$ cat src/rtl/lskip_pkg.sv
package lskip_pkg;

    // Lines per cadence period and the phase counter width derived from it.
    localparam int CADENCE = 12;
    localparam int PH_W    = $clog2(CADENCE);
    // Number of dropped lines per cadence period.
    localparam int SLOTS   = 2;

    typedef logic [PH_W-1:0] phase_t;

    typedef enum logic {
        FIELD_EVEN = 1'b0,
        FIELD_ODD  = 1'b1
    } field_e;

    // Per-line context seen by the decoder for the line being strobed.
    typedef struct packed {
        field_e field;
        logic   active;   // field start line seen and still in this field
        logic   first;    // this line is the field start line
        logic   std625;   // standard captured at field start
    } line_ctx_t;

    // Cadence phases (offset from the field start line, modulo CADENCE)
    // that are dropped, per field and slot.
    function automatic phase_t drop_phase(field_e f, int slot);
        phase_t p;
        if (f == FIELD_ODD) begin
            p = (slot == 0) ? phase_t'(6) : phase_t'(0);
        end else begin
            p = (slot == 0) ? phase_t'(3) : phase_t'(9);
        end
        return p;
    endfunction

    // Next phase with wrap at the end of the cadence.
    function automatic phase_t phase_step(phase_t p);
        return (p == phase_t'(CADENCE - 1)) ? '0 : phase_t'(p + 1'b1);
    endfunction

endpackage

$ cat src/rtl/lskip_field_track.sv
module lskip_field_track
    import lskip_pkg::*;
#(
    parameter int LINE_W     = 10,
    parameter int ODD_START  = 22,
    parameter int EVEN_START = 334
) (
    input  logic              clk,
    input  logic              rst,
    input  logic              line_start,
    input  logic [LINE_W-1:0] line_num,
    input  logic              field_odd,
    input  logic              std_625,
    output line_ctx_t         ctx
);

    localparam logic [LINE_W-1:0] ODD_L  = LINE_W'(ODD_START);
    localparam logic [LINE_W-1:0] EVEN_L = LINE_W'(EVEN_START);

    line_ctx_t         st_q;
    line_ctx_t         st_d;
    field_e            fld_in;
    logic [LINE_W-1:0] start_l;
    logic              at_start;
    logic              before_start;
    logic              parity_flip;

    always_comb begin
        fld_in       = field_e'(field_odd);
        start_l      = field_odd ? ODD_L : EVEN_L;
        at_start     = (line_num == start_l);
        before_start = (line_num < start_l);
        parity_flip  = (fld_in != st_q.field);
    end

    // Context for the line now being strobed.
    always_comb begin
        st_d       = st_q;
        st_d.first = 1'b0;
        if (at_start) begin
            st_d.field  = fld_in;
            st_d.active = 1'b1;
            st_d.first  = 1'b1;
            st_d.std625 = std_625;
        end else if (before_start || parity_flip) begin
            st_d.field  = fld_in;
            st_d.active = 1'b0;
        end
    end

    always_ff @(posedge clk) begin
        if (rst) begin
            st_q <= '{field: FIELD_EVEN, active: 1'b0, first: 1'b0, std625: 1'b0};
        end else if (line_start) begin
            st_q <= st_d;
        end
    end

    assign ctx = st_d;

endmodule

$ cat src/rtl/lskip_phase_ctr.sv
module lskip_phase_ctr
    import lskip_pkg::*;
(
    input  logic      clk,
    input  logic      rst,
    input  logic      line_start,
    input  line_ctx_t ctx,
    output phase_t    phase
);

    phase_t phase_q;

    // Phase of the line being strobed: zero on the field start line.
    always_comb begin
        phase = ctx.first ? '0 : phase_step(phase_q);
    end

    always_ff @(posedge clk) begin
        if (rst) begin
            phase_q <= '0;
        end else if (line_start) begin
            phase_q <= phase;
        end
    end

endmodule

$ cat src/rtl/lskip_decode.sv
module lskip_decode
    import lskip_pkg::*;
(
    input  line_ctx_t ctx,
    input  phase_t    phase,
    output logic      drop
);

    logic [SLOTS-1:0] hit;

    for (genvar s = 0; s < SLOTS; s++) begin : g_slot
        assign hit[s] = (phase == drop_phase(ctx.field, s));
    end

    // The start line shares phase zero but is never dropped.
    assign drop = ctx.active && ctx.std625 && !ctx.first && (|hit);

endmodule

$ cat src/rtl/line_skipper.sv
module line_skipper
    import lskip_pkg::*;
#(
    parameter int LINE_W     = 10,
    parameter int ODD_START  = 22,
    parameter int EVEN_START = 334
) (
    input  logic              clk,
    input  logic              rst,
    input  logic              line_start,
    input  logic [LINE_W-1:0] line_num,
    input  logic              field_odd,
    input  logic              std_625,
    output logic              skip_line
);

    line_ctx_t ctx;
    phase_t    phase;
    logic      drop;
    logic      skip_q;

    lskip_field_track #(
        .LINE_W    (LINE_W),
        .ODD_START (ODD_START),
        .EVEN_START(EVEN_START)
    ) u_track (
        .clk       (clk),
        .rst       (rst),
        .line_start(line_start),
        .line_num  (line_num),
        .field_odd (field_odd),
        .std_625   (std_625),
        .ctx       (ctx)
    );

    lskip_phase_ctr u_phase (
        .clk       (clk),
        .rst       (rst),
        .line_start(line_start),
        .ctx       (ctx),
        .phase     (phase)
    );

    lskip_decode u_dec (
        .ctx  (ctx),
        .phase(phase),
        .drop (drop)
    );

    always_ff @(posedge clk) begin
        if (rst) begin
            skip_q <= 1'b0;
        end else if (line_start) begin
            skip_q <= drop;
        end
    end

    assign skip_line = skip_q;

endmodule

$ cat config.mk
export PLATFORM = sky130hd
export DESIGN_NAME = line_skipper
export DESIGN_NICKNAME = d
export VERILOG_FILES = /design/src/rtl/lskip_pkg.sv /design/src/rtl/lskip_field_track.sv /design/src/rtl/lskip_phase_ctr.sv /design/src/rtl/lskip_decode.sv /design/src/rtl/line_skipper.sv
export SDC_FILE = /design/constraint.sdc
export NUM_CORES = 1
export LEC_CHECK = 0
export BUFFER_PORTS_ARGS = -buffer_cell sky130_fd_sc_hd__buf_2
export CAP_MARGIN = 20
export CORE_AREA = 2 2 39 41
export DETAILED_ROUTE_END_ITERATION = 12
export DIE_AREA = 0 0 41 43
export PLACE_DENSITY = 0.74
export SYNTH_ARGS = -nofsm -noshare
export SYNTH_HDL_FRONTEND = slang
export SYNTH_SLANG_ARGS = --single-unit
$ cat constraint.sdc
create_clock -name clk -period 3.9 [get_ports clk]
set_input_delay 0.39 -clock clk [delete_from_list [all_inputs] [get_ports clk]]
set_output_delay 0.39 -clock clk [all_outputs]
set_load 0.03 [all_outputs]
==> qor.yml, run 1 <==
run:
  cap_violations: 0
logic_synthesis:
  synth.avg_cell_area_sq_um: 8.26
  synth_flop_cell: "dfxtp_1"
  synth_top_area_share: 0.266
  yosysUniqueCellTypes: 34
  yosysSeqAreaShare: 0.266
  async_flop_share: 0
  synth_most_common_cell: "dfxtp_1"
  ys_top_cells_by_count: "dfxtp_1, inv_1, ha_1, nand2_1, nor2_1"
  yosysTopAreaCell: "dfxtp_1"
  synth_edf_count: 0
  yosysWarningCount: 0
  synth_fp_nets: 93
  ys_seq_elements: 8
  synth_area_sq_um: 603
  synthCells: 73
  synth_area_leaders: "dfxtp_1, ha_1, a311oi_4"
timing:
  skew_ns: 0.00735
  tightest_slew_ns: 0.386
  period_minus_slack_ns: 1.76
  slew_viol_final: 0
  final.setup.tns_ns: 0
  setup_violations: 0
  slew-limit-headroom: 0.740
  rsz0062_at_grt: "no"
  fin_crit_sh: 0.452
  report.final.hold_viol_count: 0
  max_freq_mhz: 568
die:
  die_area_sq_um: 1760
  placement_rows: 14
  coreArea_sq_um: 1380
  die_h_um: 43
  die_w_um: 41
  initial_core_util: 0.436
  io_pins: 16
global_routing:
  grt_pass1_wl_um: 2400
  grt_max_degree: 11
  antenna_found_initial: 0
  grt_pass1_vias: 582
  gr-total-overflow: 0
  track_usage: 0.198
final_layout:
  stdcell_count: 104
  area_growth_pct: 17.2
  drive_gt1_frac: 0.273
  diodes: 0
  nNetsFinal: 110
  postLayoutCellArea_sq_um: 707
routing:
  ant_nets: 0
  via_per_inst: 5.74
  drt_first_pass_iters: 4
  drcViolationCount: 0
  routedWlPerCell_um: 12.6
  first_iter_violations: 15
  vias: 597
  wl_um: 1310
power:
  pwr-share-seq: 0.475
  power_switching_share: 0.269
  power_frac_comb: 0.186
  intPower_mw: 0.134
  p_leak_nw: 0.309
  powerDensity_nw_per_um2: 259
  ir_drop_uv: 246
  power_mw: 0.183
  clock_power_share: 0.340
  switching_power_mw: 0.0492
hold_path:
  hold_class: "primary input to flip-flop"
clock_network:
  ctsResizeCount: 0
  clkSlewWorstSetupHoldPaths_ns: 0.05
  post_cts_buffers: 0
  clk_latency_ns: 0.25
  htree_num_levels: 1
  hold_buffers: 0
  cts_tree: "built"
  cts_made_buffers: 3
  clock_sinks: 8
  cts_buffer_depth: 2
  cts_root_buf: "clkbuf_4"
place:
  portBuffers: 15
  post_dp_cell_area_sq_um: 684
  place_hpwl_um: 1030
  place_congestion: 0.836
  dp.cells: 101
critical_path:
  required_ns: 4.04
  crit_fanout: 10
  critPathCaptureType: "flip-flop"
  critPathKind: "primary input to flip-flop"
  arrival_ns: 1.91
  critPathLaunchType: "primary input"
status:
  status: "finished, final reports clean"
-- per-layer routing --
| layer | wire length (um) | global-route usage |
|---|---|---|
| met1 | 522 | 0.227 |
| met2 | 687 | 0.322 |
| met5 | 0 | 0 |
| met3 | 92 | 0.0942 |
| met4 | 6 | 0.0400 |
-- worst max-delay path, stage by stage --
cell     delay [ns]
buf_2          0.20
inv_1          0.10
ha_1           0.30
nand4_1        0.13
or4_4          0.54
nand2_2        0.09
a211o_1        0.09
a21oi_1        0.06
-- layout by cell type (no fill, tap or decap) --
master	count
o22ai_1	1
nand4bb_1	1
xor2_1	1
nor4_1	1
or2_4	1
ha_1	5
a211oi_1	2
a21o_1	1
nand3_1	4
nand2b_1	1
nor2_1	5
o21ai_0	4
a211o_1	1
buf_2	15
mux2i_1	2
nand2_1	5
inv_1	6
nor2b_1	3
a211oi_2	1
nand4_1	2
o21a_1	1
o21ai_1	1
a311oi_4	1
clkbuf_4	3
or3_1	1
o211ai_1	2
a21oi_1	4
or4_4	1
nand3_2	1
nand2_2	1
dfxtp_1	8
a31oi_1	1
o211a_1	1
-- kinds of logic (layout without fill, tap and decap cells) --
family	after synthesis	after routing	synth area share
and+or+nand+nor	27	27	0.257
adders and majority gates	5	5	0.104
xor gates and xnor gates	1	1	0.0145
muxes	2	2	0.0332
DFF	8	8	0.266
buffers and inverters	9	24	0.0601
AOI/OAI and AO/OA	21	21	0.266
-- worst paths after layout --
kind / startpoint / to / slack [ns] / cells after the start
worst min register to register: skip_line / skip_line / 0.49 / 2
worst max register to register: u_phase.phase_q[0] / skip_line / 2.44 / 6
worst min-delay path: std_625 / u_track.st_q[0] / 0.39 / 3
worst max-delay path: field_odd / u_phase.phase_q[0] / 2.14 / 8
-- sequential cells by signal, indices dropped and copies added, names as in the netlist --
name,cells
skip_line,1
u_phase.phase_q,4
u_track.st_q,3
-- power by group through the flow --
| stage | Clock, mW | Combinational (mW) | Sequential, mW |
|---|---|---|---|
| 4_1_cts | 0.0653 | 0.0343 | 0.0869 |
| 2_1_floorplan | 0 | 0.0223 | 0.0878 |
| 6_report | 0.0622 | 0.0340 | 0.0869 |
| 3_3_place_gp | 0 | 0.0324 | 0.0885 |
| 3_5_place_dp | 0 | 0.0341 | 0.0886 |
| 5_1_grt | 0.0723 | 0.0386 | 0.0871 |
-- metrics by stage --
stage / utilization / hold slack [ns] / setup slack, ns
finish: 0.511 / 0.392 / 2.14
global route: 0.511 / 0.387 / 1.97
CTS: 0.511 / 0.389 / 2.13
detailed placement: 0.495 / 0.477 / 1.85
global placement: 0.495 / 0.465 / 1.90
floorplan: - / 0.463 / 2.02
-- cell type report --
class | instances | area [sq um]
fill | 140 | 677
multi-input combinational | 56 | 407
sequential | 8 | 160
timing repair buffer | 15 | 75.1
clock buffer | 3 | 22.5
inverter | 6 | 22.5
tap | 16 | 20.0
No activity file was read; power rests on OpenSTA's default activity.
==> run 2: changes to the inputs <==
==> constraint.sdc (replaced) <==
create_clock -name clk -period 1.7 [get_ports clk]
set_input_delay 0.17 -clock clk [delete_from_list [all_inputs] [get_ports clk]]
set_output_delay 0.17 -clock clk [all_outputs]
set_load 0.03 [all_outputs]
==> qor.yml, run 2 (synthesized netlist as in run 1, its figures left out) <==
timing:
  tightest_slew_ns: 0.322
  report.final.hold_viol_count: 0
  final.setup.tns_ns: 0
  slew_viol_final: 0
  max_freq_mhz: 697
  setup_violations: 0
  rsz0062_at_grt: "no"
  slew-limit-headroom: 0.783
  fin_crit_sh: 0.844
  period_minus_slack_ns: 1.43
  skew_ns: 0.0108
final_layout:
  stdcell_count: 108
  multi_input_area_sq_um: 407
  layout_common_cells: "buf_2, dfxtp_1, inv_1"
  mostFrequentLayoutCell: "buf_2"
  regArea_sq_um: 160
  area_growth_pct: 22.2
  drive_gt1_frac: 0.304
  final_core_util: 0.533
  top_register: "u_phase.phase_q"
  diodes: 0
  nFillCells: 130
  largest_reg_flops: 4
  nNetsFinal: 114
clock_network:
  cts_made_buffers: 3
  cts_buffer_depth: 2
  ctsResizeCount: 0
  cts_tree: "built"
  clkSlewWorstSetupHoldPaths_ns: 0.06
  post_cts_buffers: 0
  hold_buffers: 0
  htree_num_levels: 1
  cts_root_buf: "clkbuf_4"
  clock_sinks: 8
  clk_latency_ns: 0.26
power:
  p_leak_nw: 0.328
  powerDensity_nw_per_um2: 587
  ir_drop_uv: 500
routing:
  vias: 610
  wl_met1_um: 522
  drt_first_pass_iters: 4
  first_iter_violations: 11
  wl_met2_um: 682
  via_per_inst: 5.65
  drcViolationCount: 0
  wl_um: 1270
  wl_met3_um: 41
  ant_nets: 0
  dr.max_layer_used: "met4"
  routedWlPerCell_um: 11.7
critical_path:
  critPathLaunchType: "flip-flop"
  slowest_stage: "dfxtp_1"
  worst-path-stages: 6
  critPathCapture: "skip_line"
  critPathCaptureType: "flip-flop"
  crit_fanout: 7
  path_delay_family: "flip-flops"
  required_ns: 1.90
  cpPeakStageDelay_ns: 0.45
  reg2reg_depth: 6
  worst-path-buf-inv: 0
  critPathKind: "flip-flop to flip-flop"
  path_cells: "ha_1 > nor2b_1 > o211ai_1 > nand3_1 > nand4_1 > o21ai_1"
  arrival_ns: 1.64
  r2r_slack_ns: 0.27
  rr_endpoint: "skip_line"
  startpoint: "u_phase.phase_q[0]"
  r2r_start: "u_phase.phase_q[0]"
die:
  die_h_um: 43
  placement_rows: 14
  die_area_sq_um: 1760
  die_w_um: 41
  initial_core_util: 0.436
  coreArea_sq_um: 1380
  io_pins: 16
status:
  status: "finished, final reports clean"
place:
  portBuffers: 15
  dp.cells: 105
  place_hpwl_um: 1030
  place_congestion: 0.794
global_routing:
  grt_max_degree: 10
  gr-total-overflow: 0
  grt_pass1_vias: 580
  antenna_found_initial: 0
  track_usage: 0.180
  grt_pass1_wl_um: 2180
run:
  cap_violations: 0
hold_path:
  hold_class: "primary input to flip-flop"
==> run 2: cell count changes in the layout (fill, tap and decap cells not counted) <==
| cell | change |
|---|---|
| buf_4 | +4 |
==> run 2: power breakdown <==
group / internal [mW] / switching (mW) / leakage (nW)
Combinational: 0.0380 / 0.0447 / 0.250
Clock: 0.0812 / 0.0703 / 0.0138
Sequential: 0.193 / 0.00607 / 0.0650
==> run 2: worst min-delay path by stage <==
stage,startpoint,endpoint,slack [ns],depth (start not counted)
2_1_floorplan,std_625,u_track.st_q[0],0.31,2
4_1_cts,std_625,u_track.st_q[0],0.15,3
6_report,std_625,u_track.st_q[0],0.15,3
5_1_grt,rst,u_phase.phase_q[0],0.19,2
3_3_place_gp,std_625,u_track.st_q[0],0.41,3
3_5_place_dp,std_625,u_track.st_q[0],0.41,3
==> run 2: metal layers <==
layer  vias up  global-route usage
met3         5              0.0314
met1       285               0.183
met4         0              0.0800
li1        306                   -
met5         -                   0
met2        14               0.325
==> run 2: cell type report <==
cell class              instances  area share
multi-input cells              56       0.552
flip-flops and latches          8       0.217
repair buffers                 19       0.143
clock buffers                   3      0.0306
inverters                       6      0.0306
well taps                      16      0.0272
==> run 2: through the flow <==
stage	instance area [sq um]	hold WS [ns]	setup WS (ns)	total power, mW
after detailed placement	714	0.413	-0.00758	0.285
after CTS	737	0.153	0.260	0.434
after floorplan	603	0.314	0.0446	0.253
final	737	0.150	0.265	0.433
after global placement	714	0.407	0.0335	0.283
after global routing	737	0.187	0.124	0.453
==> run 2: worst min-delay path, stage by stage <==
cell     delay [ns]
buf_2          0.07
mux2i_1        0.05
nor2_1         0.07
==> run 3: changes to the inputs <==
==> constraint.sdc (replaced) <==
create_clock -name clk -period 1.4 [get_ports clk]
set_input_delay 0.14 -clock clk [delete_from_list [all_inputs] [get_ports clk]]
set_output_delay 0.14 -clock clk [all_outputs]
set_load 0.03 [all_outputs]
==> qor.yml, run 3 (synthesized netlist as in run 1, its figures left out) <==
status:
  status: "finished, final reports clean"
global_routing:
  antenna_found_initial: 0
  gr-total-overflow: 0
  grt_pass1_vias: 571
  grt_pass1_wl_um: 2290
  grt_max_degree: 10
  track_usage: 0.191
clock_network:
  clkSlewWorstSetupHoldPaths_ns: 0.06
  clk_latency_ns: 0.26
  cts_made_buffers: 3
  clock_sinks: 8
  cts_buffer_depth: 2
  htree_num_levels: 1
  cts_tree: "built"
  hold_buffers: 0
  post_cts_buffers: 0
  cts_root_buf: "clkbuf_4"
power:
  power_mw: 0.542
  p_leak_nw: 0.330
  ir_drop_uv: 365
  switching_power_mw: 0.150
  power_switching_share: 0.277
  powerDensity_nw_per_um2: 677
  power_frac_comb: 0.222
  intPower_mw: 0.392
  pwr-share-seq: 0.448
  clock_power_share: 0.330
die:
  io_pins: 16
  initial_core_util: 0.436
  die_w_um: 41
  coreArea_sq_um: 1380
  die_area_sq_um: 1760
  placement_rows: 14
  die_h_um: 43
hold_path:
  hold_path.startpoint: "std_625"
  holdPathStages: 3
  hold_class: "primary input to flip-flop"
  whs_endpoint: "u_track.st_q[0]"
routing:
  via_per_inst: 5.55
  wl_um: 1300
  drcViolationCount: 0
  routedWlPerCell_um: 12.1
  ant_nets: 0
  drt_first_pass_iters: 4
  vias: 599
  first_iter_violations: 15
place:
  place_hpwl_um: 1040
  portBuffers: 15
  place_congestion: 0.827
  dp.cells: 105
critical_path:
  arrival_ns: 1.50
  critPathCaptureType: "flip-flop"
  required_ns: 1.58
  reg2reg_depth: 5
  r2r_start: "u_phase.phase_q[2]"
  critPathLaunchType: "flip-flop"
  r2r_slack_ns: 0.09
  crit_fanout: 5
  critPathKind: "flip-flop to flip-flop"
  rr_endpoint: "skip_line"
final_layout:
  drive_gt1_frac: 0.380
  nNetsFinal: 114
  final_core_util: 0.578
  regArea_sq_um: 161
  diodes: 0
  mostFrequentLayoutCell: "buf_2"
  stdcell_count: 108
  area_growth_pct: 32.6
  multi_input_area_sq_um: 457
  top_register: "u_phase.phase_q"
  largest_reg_flops: 4
  layout_common_cells: "buf_2, dfxtp_1, inv_1, nor2_1, nand2_1"
  nFillCells: 114
timing:
  rsz0062_at_grt: "no"
  max_freq_mhz: 763
  period_minus_slack_ns: 1.31
  skew_ns: 0.00759
  report.final.hold_viol_count: 0
  holdWs_ns: 0.122
  slew-limit-headroom: 0.771
  fin_crit_sh: 0.936
  tightest_slew_ns: 0.339
  setup_violations: 0
  slew_viol_final: 0
run:
  cap_violations: 0
## run 3: layout make-up
| type | count | share of cell area |
|---|---|---|
| clock buffer | 3 | 0.0282 |
| multi-input combinational | 56 | 0.571 |
| sequential | 8 | 0.202 |
| timing repair buffer | 19 | 0.139 |
| inverter | 6 | 0.0344 |
| tap | 16 | 0.0250 |
## run 3: power by group through the flow
| stage | Sequential [mW] | Clock, mW | Combinational [mW] |
|---|---|---|---|
| after floorplan | 0.245 | 0 | 0.0721 |
| after global placement | 0.245 | 0 | 0.106 |
| after detailed placement | 0.245 | 0 | 0.109 |
| after CTS | 0.240 | 0.185 | 0.109 |
| after global routing | 0.244 | 0.194 | 0.136 |
| final | 0.243 | 0.179 | 0.120 |
## run 3: worst max path at each step
stage	start	end	slack (ns)
2_1_floorplan	field_odd	u_phase.phase_q[3]	-0.13
3_5_place_dp	field_odd	u_phase.phase_q[0]	-0.25
6_report	u_phase.phase_q[2]	skip_line	0.09
4_1_cts	field_odd	u_phase.phase_q[0]	0.02
3_3_place_gp	field_odd	u_phase.phase_q[0]	-0.22
5_1_grt	u_phase.phase_q[2]	skip_line	0.007
## run 3: metal layers
layer,part of all wire,GRT usage,vias to the layer above
li1,-,-,304
met1,0.39,0.221,275
met2,0.55,0.300,18
met3,0.052,0.0628,2
met4,0.0061,0.0933,0
met5,0,0,-
## run 3: stage by stage
stage	setup TNS, ns	cell area, sq um	worst slack [ns]
final	0	800	0.0891
after global routing	0	800	0.00654
after CTS	0	754	0.0220
after detailed placement	-1.31	732	-0.253
after global placement	-1.16	732	-0.224
after floorplan	-0.508	641	-0.130
## run 3: what timing repair did
| action | in CTS | in global routing |
|---|---|---|
| endpoints found under the setup margin | 0 | 4 |
| endpoints found under the hold margin | 0 | 0 |
| resized for setup | 0 | 10 |
## run 3: critical path, cell delays in order (launching register included)
cell and delay, ns:
dfxtp_1 0.42, nand3_2 0.11, or2_4 0.25, a211oi_2 0.21, o211ai_1 0.12, o21ai_1 0.13
